`src/rtl/fsd_pkg.sv`:
```
package fsd_pkg;

  localparam int UNIT_SH = 16;
  localparam int REG_W   = 32;
  localparam int UNIT_W  = REG_W - UNIT_SH;

  typedef struct packed {
    logic [UNIT_W-1:0] last_u;
    logic [UNIT_W-1:0] first_u;
  } seg_reg_t;

  function automatic seg_reg_t seg_reset_value(input int idx);
    case (idx)
      0:       return seg_reg_t'(32'h0800_0000);
      1:       return seg_reg_t'(32'h1000_0800);
      default: return seg_reg_t'(32'h0000_0000);
    endcase
  endfunction

endpackage

```
`src/rtl/fsd_regfile.sv`:
```
module fsd_regfile
  import fsd_pkg::*;
#(
  parameter int NUM_CS = 3,
  parameter int IDX_W  = 3
) (
  input  logic             clk,
  input  logic             rst_n,
  input  logic             cfg_we,
  input  logic [IDX_W-1:0] cfg_idx,
  input  logic [REG_W-1:0] cfg_wdata,
  output logic [REG_W-1:0] cfg_rdata,
  output seg_reg_t         seg_q [NUM_CS]
);

  logic [NUM_CS-1:0] load_en;

  always_comb begin
    load_en   = '0;
    cfg_rdata = '0;
    for (int i = 0; i < NUM_CS; i++) begin
      if (cfg_idx == IDX_W'(i)) begin
        load_en[i] = cfg_we;
        cfg_rdata  = seg_q[i];
      end
    end
  end

  for (genvar g = 0; g < NUM_CS; g++) begin : g_reg
    always_ff @(posedge clk or negedge rst_n) begin
      if (!rst_n) begin
        seg_q[g] <= seg_reset_value(g);
      end else if (load_en[g]) begin
        seg_q[g] <= seg_reg_t'(cfg_wdata);
      end
    end

    // a write lands at the sampling edge
    p_write_lands_r9 : assert property (@(posedge clk) disable iff (!rst_n)
      (cfg_we && cfg_idx == IDX_W'(g)) |=> (seg_q[g] == $past(cfg_wdata)));

    // an out-of-range index leaves every register alone
    p_oob_ignored_r10 : assert property (@(posedge clk) disable iff (!rst_n)
      (cfg_we && ({1'b0, cfg_idx} >= (IDX_W+1)'(NUM_CS))) |=> $stable(seg_q[g]));
  end

endmodule

```
`src/rtl/fsd_window.sv`:
```
module fsd_window
  import fsd_pkg::*;
#(
  parameter int          SYS_AW   = 40,
  parameter logic [39:0] WIN_BASE = 40'h01_0000_0000,
  localparam int         SIZE_W   = REG_W + 1
) (
  input  logic              clk,
  input  logic              rst_n,
  input  seg_reg_t          seg,
  input  logic [UNIT_W-1:0] first_u,
  input  logic [UNIT_W-1:0] last_u,
  output logic              match,
  output logic [SYS_AW-1:0] base,
  output logic [SIZE_W-1:0] size
);

  logic enabled;
  logic ordered;
  logic [SIZE_W-1:0] first_b;
  logic [SIZE_W-1:0] last_b;

  always_comb begin
    enabled = (seg != '0);
    ordered = (seg.last_u >= seg.first_u);
    first_b = SIZE_W'({seg.first_u, {UNIT_SH{1'b0}}});
    last_b  = SIZE_W'({seg.last_u,  {UNIT_SH{1'b0}}});
    match   = enabled && ordered && (first_u >= seg.first_u) && (last_u <= seg.last_u);
    if (enabled && ordered) begin
      size = last_b + (SIZE_W'(1) << UNIT_SH) - first_b;
    end else begin
      size = '0;
    end
    if (enabled) begin
      base = WIN_BASE[SYS_AW-1:0] + SYS_AW'(first_b);
    end else begin
      base = WIN_BASE[SYS_AW-1:0];
    end
  end

  // a match only ever comes from a segment with a nonzero extent
  p_match_has_size_r8 : assert property (@(posedge clk) disable iff (!rst_n)
    match |-> (size != '0));

  // a cleared register never matches
  p_zero_no_match_r6 : assert property (@(posedge clk) disable iff (!rst_n)
    (seg == '0) |-> !match);

endmodule

```
`src/rtl/fsd_select.sv`:
```
module fsd_select
  import fsd_pkg::*;
#(
  parameter int NUM_CS = 3,
  parameter int CS_W   = 2,
  parameter int WIN_AW = 30
) (
  input  logic              clk,
  input  logic              rst_n,
  input  logic              acc_valid,
  input  logic [NUM_CS-1:0] match,
  input  seg_reg_t          seg_q [NUM_CS],
  input  logic [UNIT_W-1:0] first_u,
  input  logic [UNIT_SH-1:0] addr_lo,
  output logic              hit,
  output logic [CS_W-1:0]   sel_cs,
  output logic [WIN_AW-1:0] offset
);

  logic [NUM_CS-1:0] grant;
  logic [UNIT_W-1:0] rel_u;

  always_comb begin
    grant  = '0;
    sel_cs = '0;
    rel_u  = '0;
    for (int i = NUM_CS - 1; i >= 0; i--) begin
      if (match[i]) begin
        grant  = '0;
        grant[i] = 1'b1;
        sel_cs = CS_W'(i);
        rel_u  = first_u - seg_q[i].first_u;
      end
    end
    hit = acc_valid && (grant != '0);
    if (!hit) begin
      sel_cs = '0;
      rel_u  = '0;
    end
    offset = hit ? WIN_AW'({rel_u, addr_lo}) : '0;
  end

  // at most one segment is granted
  p_grant_onehot_r3 : assert property (@(posedge clk) disable iff (!rst_n)
    $onehot0(grant));

  // the granted segment is one that matched
  p_grant_matched_r3 : assert property (@(posedge clk) disable iff (!rst_n)
    hit |-> match[sel_cs]);

endmodule

```
`src/rtl/flash_seg_decoder.sv`:
```
module flash_seg_decoder
  import fsd_pkg::*;
#(
  parameter int          NUM_CS   = 3,
  parameter int          WIN_AW   = 30,
  parameter int          SYS_AW   = 40,
  parameter logic [39:0] WIN_BASE = 40'h01_0000_0000,
  parameter int          DATA_W   = 64,
  localparam int         CS_W     = (NUM_CS < 2) ? 1 : $clog2(NUM_CS),
  localparam int         IDX_W    = CS_W + 1,
  localparam int         SIZE_W   = REG_W + 1
) (
  input  logic                     clk,
  input  logic                     rst_n,
  input  logic                     cfg_we,
  input  logic [IDX_W-1:0]         cfg_idx,
  input  logic [REG_W-1:0]         cfg_wdata,
  output logic [REG_W-1:0]         cfg_rdata,
  input  logic                     acc_valid,
  input  logic                     acc_write,
  input  logic [1:0]               acc_size,
  input  logic [WIN_AW-1:0]        acc_addr,
  input  logic [DATA_W-1:0]        flash_rdata,
  output logic [CS_W-1:0]          acc_cs,
  output logic [WIN_AW-1:0]        acc_offset,
  output logic                     acc_miss,
  output logic                     flash_re,
  output logic                     flash_we,
  output logic [DATA_W-1:0]        acc_rdata,
  output logic [NUM_CS*SYS_AW-1:0] seg_base,
  output logic [NUM_CS*SIZE_W-1:0] seg_size
);

  // reset: asserted asynchronously, released on a clock edge
  logic [1:0] rst_sync_q;
  logic       rst_int_n;

  always_ff @(posedge clk or negedge rst_n) begin
    if (!rst_n) begin
      rst_sync_q <= 2'b00;
    end else begin
      rst_sync_q <= {rst_sync_q[0], 1'b1};
    end
  end
  assign rst_int_n = rst_sync_q[1];

  seg_reg_t seg_q [NUM_CS];

  fsd_regfile #(.NUM_CS(NUM_CS), .IDX_W(IDX_W)) u_regfile (
    .clk       (clk),
    .rst_n     (rst_int_n),
    .cfg_we    (cfg_we),
    .cfg_idx   (cfg_idx),
    .cfg_wdata (cfg_wdata),
    .cfg_rdata (cfg_rdata),
    .seg_q     (seg_q)
  );

  // unit of the first and of the last byte of the access
  logic [UNIT_W-1:0] first_u;
  logic [UNIT_W-1:0] last_u;

  always_comb begin
    first_u = UNIT_W'(acc_addr >> UNIT_SH);
    last_u  = UNIT_W'((REG_W'(acc_addr) + ((REG_W'(1) << acc_size) - REG_W'(1))) >> UNIT_SH);
  end

  logic [NUM_CS-1:0] match;
  logic [SIZE_W-1:0] size_arr [NUM_CS];

  for (genvar g = 0; g < NUM_CS; g++) begin : g_win
    fsd_window #(.SYS_AW(SYS_AW), .WIN_BASE(WIN_BASE)) u_win (
      .clk     (clk),
      .rst_n   (rst_int_n),
      .seg     (seg_q[g]),
      .first_u (first_u),
      .last_u  (last_u),
      .match   (match[g]),
      .base    (seg_base[g*SYS_AW +: SYS_AW]),
      .size    (size_arr[g])
    );
    assign seg_size[g*SIZE_W +: SIZE_W] = size_arr[g];
  end

  logic hit;

  fsd_select #(.NUM_CS(NUM_CS), .CS_W(CS_W), .WIN_AW(WIN_AW)) u_select (
    .clk       (clk),
    .rst_n     (rst_int_n),
    .acc_valid (acc_valid),
    .match     (match),
    .seg_q     (seg_q),
    .first_u   (first_u),
    .addr_lo   (acc_addr[UNIT_SH-1:0]),
    .hit       (hit),
    .sel_cs    (acc_cs),
    .offset    (acc_offset)
  );

  always_comb begin
    acc_miss  = acc_valid && !hit;
    flash_re  = hit && !acc_write;
    flash_we  = hit && acc_write;
    acc_rdata = hit ? flash_rdata : '1;
  end

  // a missed access never reaches the flash and reads all ones
  p_miss_dropped_r5 : assert property (@(posedge clk) disable iff (!rst_int_n)
    acc_miss |-> (!flash_we && !flash_re && (acc_rdata == '1)));

  // the reported offset stays inside the selected segment
  p_offset_inside_r4 : assert property (@(posedge clk) disable iff (!rst_int_n)
    (acc_valid && !acc_miss) |-> (SIZE_W'(acc_offset) < size_arr[acc_cs]));

endmodule

```
`config.mk`:
```
export PLATFORM = sky130hd
export DESIGN_NAME = flash_seg_decoder
export DESIGN_NICKNAME = d
export VERILOG_FILES = /design/src/rtl/fsd_pkg.sv /design/src/rtl/fsd_regfile.sv /design/src/rtl/fsd_window.sv /design/src/rtl/fsd_select.sv /design/src/rtl/flash_seg_decoder.sv
export SDC_FILE = /design/constraint.sdc
export NUM_CORES = 1
export LEC_CHECK = 0
export ABC_CLOCK_PERIOD_IN_PS = 19800
export CORE_MARGIN = 3
export CORE_UTILIZATION = 35
export DETAILED_ROUTE_END_ITERATION = 7
export DONT_BUFFER_PORTS = 1
export GPL_ROUTABILITY_DRIVEN = 1
export SETUP_SLACK_MARGIN = 0.1
export SYNTH_ARGS = -nofsm -noshare
export SYNTH_HDL_FRONTEND = slang
export SYNTH_SLANG_ARGS = --single-unit
export TNS_END_PERCENT = 1
```
`constraint.sdc`:
```
create_clock -name clk -period 19.8 [get_ports clk]
set_input_delay 3.96 -clock clk [delete_from_list [all_inputs] [get_ports clk]]
set_output_delay 3.96 -clock clk [all_outputs]
set_load 0.02 [all_outputs]
```
==> summary.md <==
| Metric | Value |
|---|---|
| Outcome | `finished clean` |
| Area grow syn2layout | `1.50%` |
| Maximum level of the CTS H-tree | `3` |
| Vias per cell | `5.61` |
| Clock sink count | `98` |
| LEAKAGE | `0.00678 uW` |
| Max clock buf depth | `2` |
| Post-synthesis register bit count | `98` |
| Top_reg_cell synth | `dfrtp_1` |
| CTS root buffer | `clkbuf_16` |
| CP required | `15.84 ns` |
| DRC | `0` |
| Cells on Worst Hold Path | `0` |
| GPL Wtd Cong | `0.961` |
| Setup Buffers After CTS | `0` |
| Area leader, netlist | `ha_1` |
| Worst reg-to-reg setup slack | `18.30 ns` |
| NumNets Final | `2209` |
| Vias | `13200` |
| Total CTS buffers | `9` |
| Crit-path max FO | `23` |
| Worst Hold Class | `reg -> reg` |
| Most frequent cells in the layout | `ha_1, nor2_1, inv_1, nand2_1, o21ai_0` |
| Arrival time worst endpoint | `10.45 ns` |
| Post-synth cell types | `79` |
| First drt pass iteration count | `7` |
| Synth top area cells | `ha_1, dfrtp_1, buf_4` |
| WL/cell | `24.9 um` |
| Power density cells | `119 nW/um^2` |
| Routed Antenna Nets | `0` |
| Worst reg2reg path depth | `1` |
| Synth top area share | `19.1%` |
| Sum of buffers and inverters on the critical path | `2` |
| Vias in the first global route | `12300` |
| FP Rows | `73` |
| Hold path endpoint | `rst_sync_q[1]` |
| Final hold vios | `0` |
| Number of max-cap violations | `0` |
| # resized after CTS | `0` |
| Finish-stage setup viols | `0` |
| Hold path startpoint | `rst_sync_q[0]` |
| Setup Total Neg Slack | `0 ns` |
| 1st-iter DRT viols | `1306` |
| Clk_lat worst skew | `0.34 ns` |
| Crit path max-delay cell type | `a221oi_4` |
| Yosys warning count | `0` |
| Slew Limit Fails | `0` |
| Avg Cell Area, Syn | `7.58 um^2` |
| Post-synth EDFFs | `0` |
| Critical path endpoint category | `output pin` |
| Layout cells sized above 1 | `4.97%` |
| Fillcell total | `4225` |
| Final period util | `72.8%` |
| Delay-heaviest family, CP | `compound AO/OA/AOI/OAI gates` |
| RSZ-0062 raised after global routing | `false` |
| Die Area | `43800 um^2` |
| Worst Clk Skew | `0.00906 ns` |
| Slew @ Worst Pin | `1.19 ns` |
| Most common cell after layout, fill and taps aside | `ha_1` |
| I/O pin total | `486` |
| Sequential area share after synthesis | `17.0%` |
| Routed wire length | `58600 um` |
| Initial antenna violation count | `9` |
| Worst r2r src | `rst_sync_q[1]` |
| Asr flop ratio synth | `100%` |
| Worst vdd ir | `0.0532 mV` |
| Slew margin rel. | `20.1%` |
| Die Y | `209 um` |
| IO Port Bufs | `0` |
| CP Depth | `22` |
| Post-Syn Area | `14500 um^2` |
| Fmax | `69.4 MHz` |
| Largest net degree at the start of global routing | `91` |
| CTS tree | `yes` |
| Register area | `2460 um^2` |
| Worst hold slack | `0.363 ns` |
| Core area | `40300 um^2` |
| Crit Path Class | `in -> out` |
| Area of the multi-input gates | `10500 um^2` |
| Mapped Cells | `1908` |
| DP Wirelength | `50200 um` |
| Min Clock Period, post-route | `14.41 ns` |
| Grt total ovfl | `0` |
| Worst R2R End | `u_regfile.seg_q[95]` |
| Clock transition at path regs | `0.08 ns` |
| Max incr delay on CP | `1.05 ns` |
| All-Layer GR Usage | `25.4%` |
| CP startpoint kind | `primary input` |
| Hold_buf cts | `0` |
| First-pass GRT wire length | `83600 um` |
| Crit path cell chain | `inv_1, ha_1, inv_1, ha_1, a2111o_1, a41oi_1, o2111ai_1, a21o_1, a221o_1, o221a_2, o21a_1, nor2_1, xor2_1, ha_1, a21o_1, a21o_1, a2111oi_0, o211ai_1, a221oi_4, nor2_1, a22oi_1, a21oi_1` |
| Die width | `209 um` |
| Initial Utilization | `35.9%` |
==> state kept, by name, indices dropped and copies added, names as in the netlist <==
| signal | flops |
|---|---|
| rst_sync_q | 2 |
| u_regfile.seg_q | 96 |
==> per-layer routing <==
layer  GRT usage (%)  vias up  part of all wire, %
met5               0        -                    0
met4            6.35        0                  2.8
met1            35.5     6389                   42
met3            6.13       81                   11
met2            39.4      675                   44
li1                -     6066                    -
==> synth_stat cells, drive strengths merged (8+ instances only) <==
| master | count |
|---|---|
| ha | 221 |
| nor2 | 213 |
| inv | 191 |
| nand2 | 165 |
| o21ai | 136 |
| buf | 134 |
| a21oi | 111 |
| dfrtp | 95 |
| clkbuf | 89 |
| or2 | 66 |
| xnor2 | 57 |
| mux2i | 32 |
| nor3 | 31 |
| a21o | 29 |
| nor4 | 28 |
| fa | 27 |
| nor2b | 27 |
| nand4 | 25 |
| xor2 | 22 |
| a31oi | 17 |
| nand2b | 17 |
| a221oi | 13 |
| o21a | 13 |
| a211oi | 12 |
| nand3 | 12 |
| o21bai | 10 |
| o211ai | 8 |
==> how the worst max path moves through the flow <==
stage                     endpoint        start  slack [ns]
floorplan           acc_offset[23]  acc_size[0]        6.77
global placement    acc_offset[24]  acc_size[0]        5.72
detailed placement  acc_offset[24]  acc_addr[3]        5.51
CTS                 acc_offset[24]  acc_addr[3]        5.49
global route        acc_offset[28]  acc_addr[3]        5.10
finish              acc_offset[24]  acc_addr[3]        5.39
==> power by group <==
group / total [uW] / internal [uW] / switching, uW
logic: 1200 / 412 / 788
registers: 368 / 241 / 128
clock network: 185 / 101 / 84.3
total: 1750 / 753 / 1000
==> final cells by class <==
type | instances | share of cell area (%)
multi-input cells | 1515 | 71.2
clock buffers | 9 | 1.53
flip-flops and latches | 98 | 16.8
inverters | 191 | 4.89
repair buffers | 10 | 0.512
clock inverters | 7 | 0.554
well taps | 525 | 4.48
diodes | 2 | 0.0341
==> stage by stage <==
step           cells  worst slack, ns  utilization (%)  total power [uW]  instance area [um^2]
4_1_cts         2355             5.49             36.4              1740                 14700
2_1_floorplan   2027             6.77                -              1260                 14900
6_report        2357             5.39             36.4              1750                 14700
3_3_place_gp    2339             5.72             35.7              1540                 14400
5_1_grt         2355             5.10             36.4              1890                 14700
3_5_place_dp    2339             5.51             35.7              1550                 14400
==> cell families (layout without fill, tap and decap cells) <==
logic type      count (synthesis)  count (layout)  synth area share [%]
compound gates                411             411                  18.2
mux                            35              35                  2.45
xor+xnor                       79              79                  4.79
flops                          98              98                  17.0
other cells                     2             123                0.0519
simple gates                  621             621                  20.5
fa+ha+maj                     248             248                  22.9
buf+inv                       414             217                  14.2
Note: power is estimated with default switching activity, not from simulation.
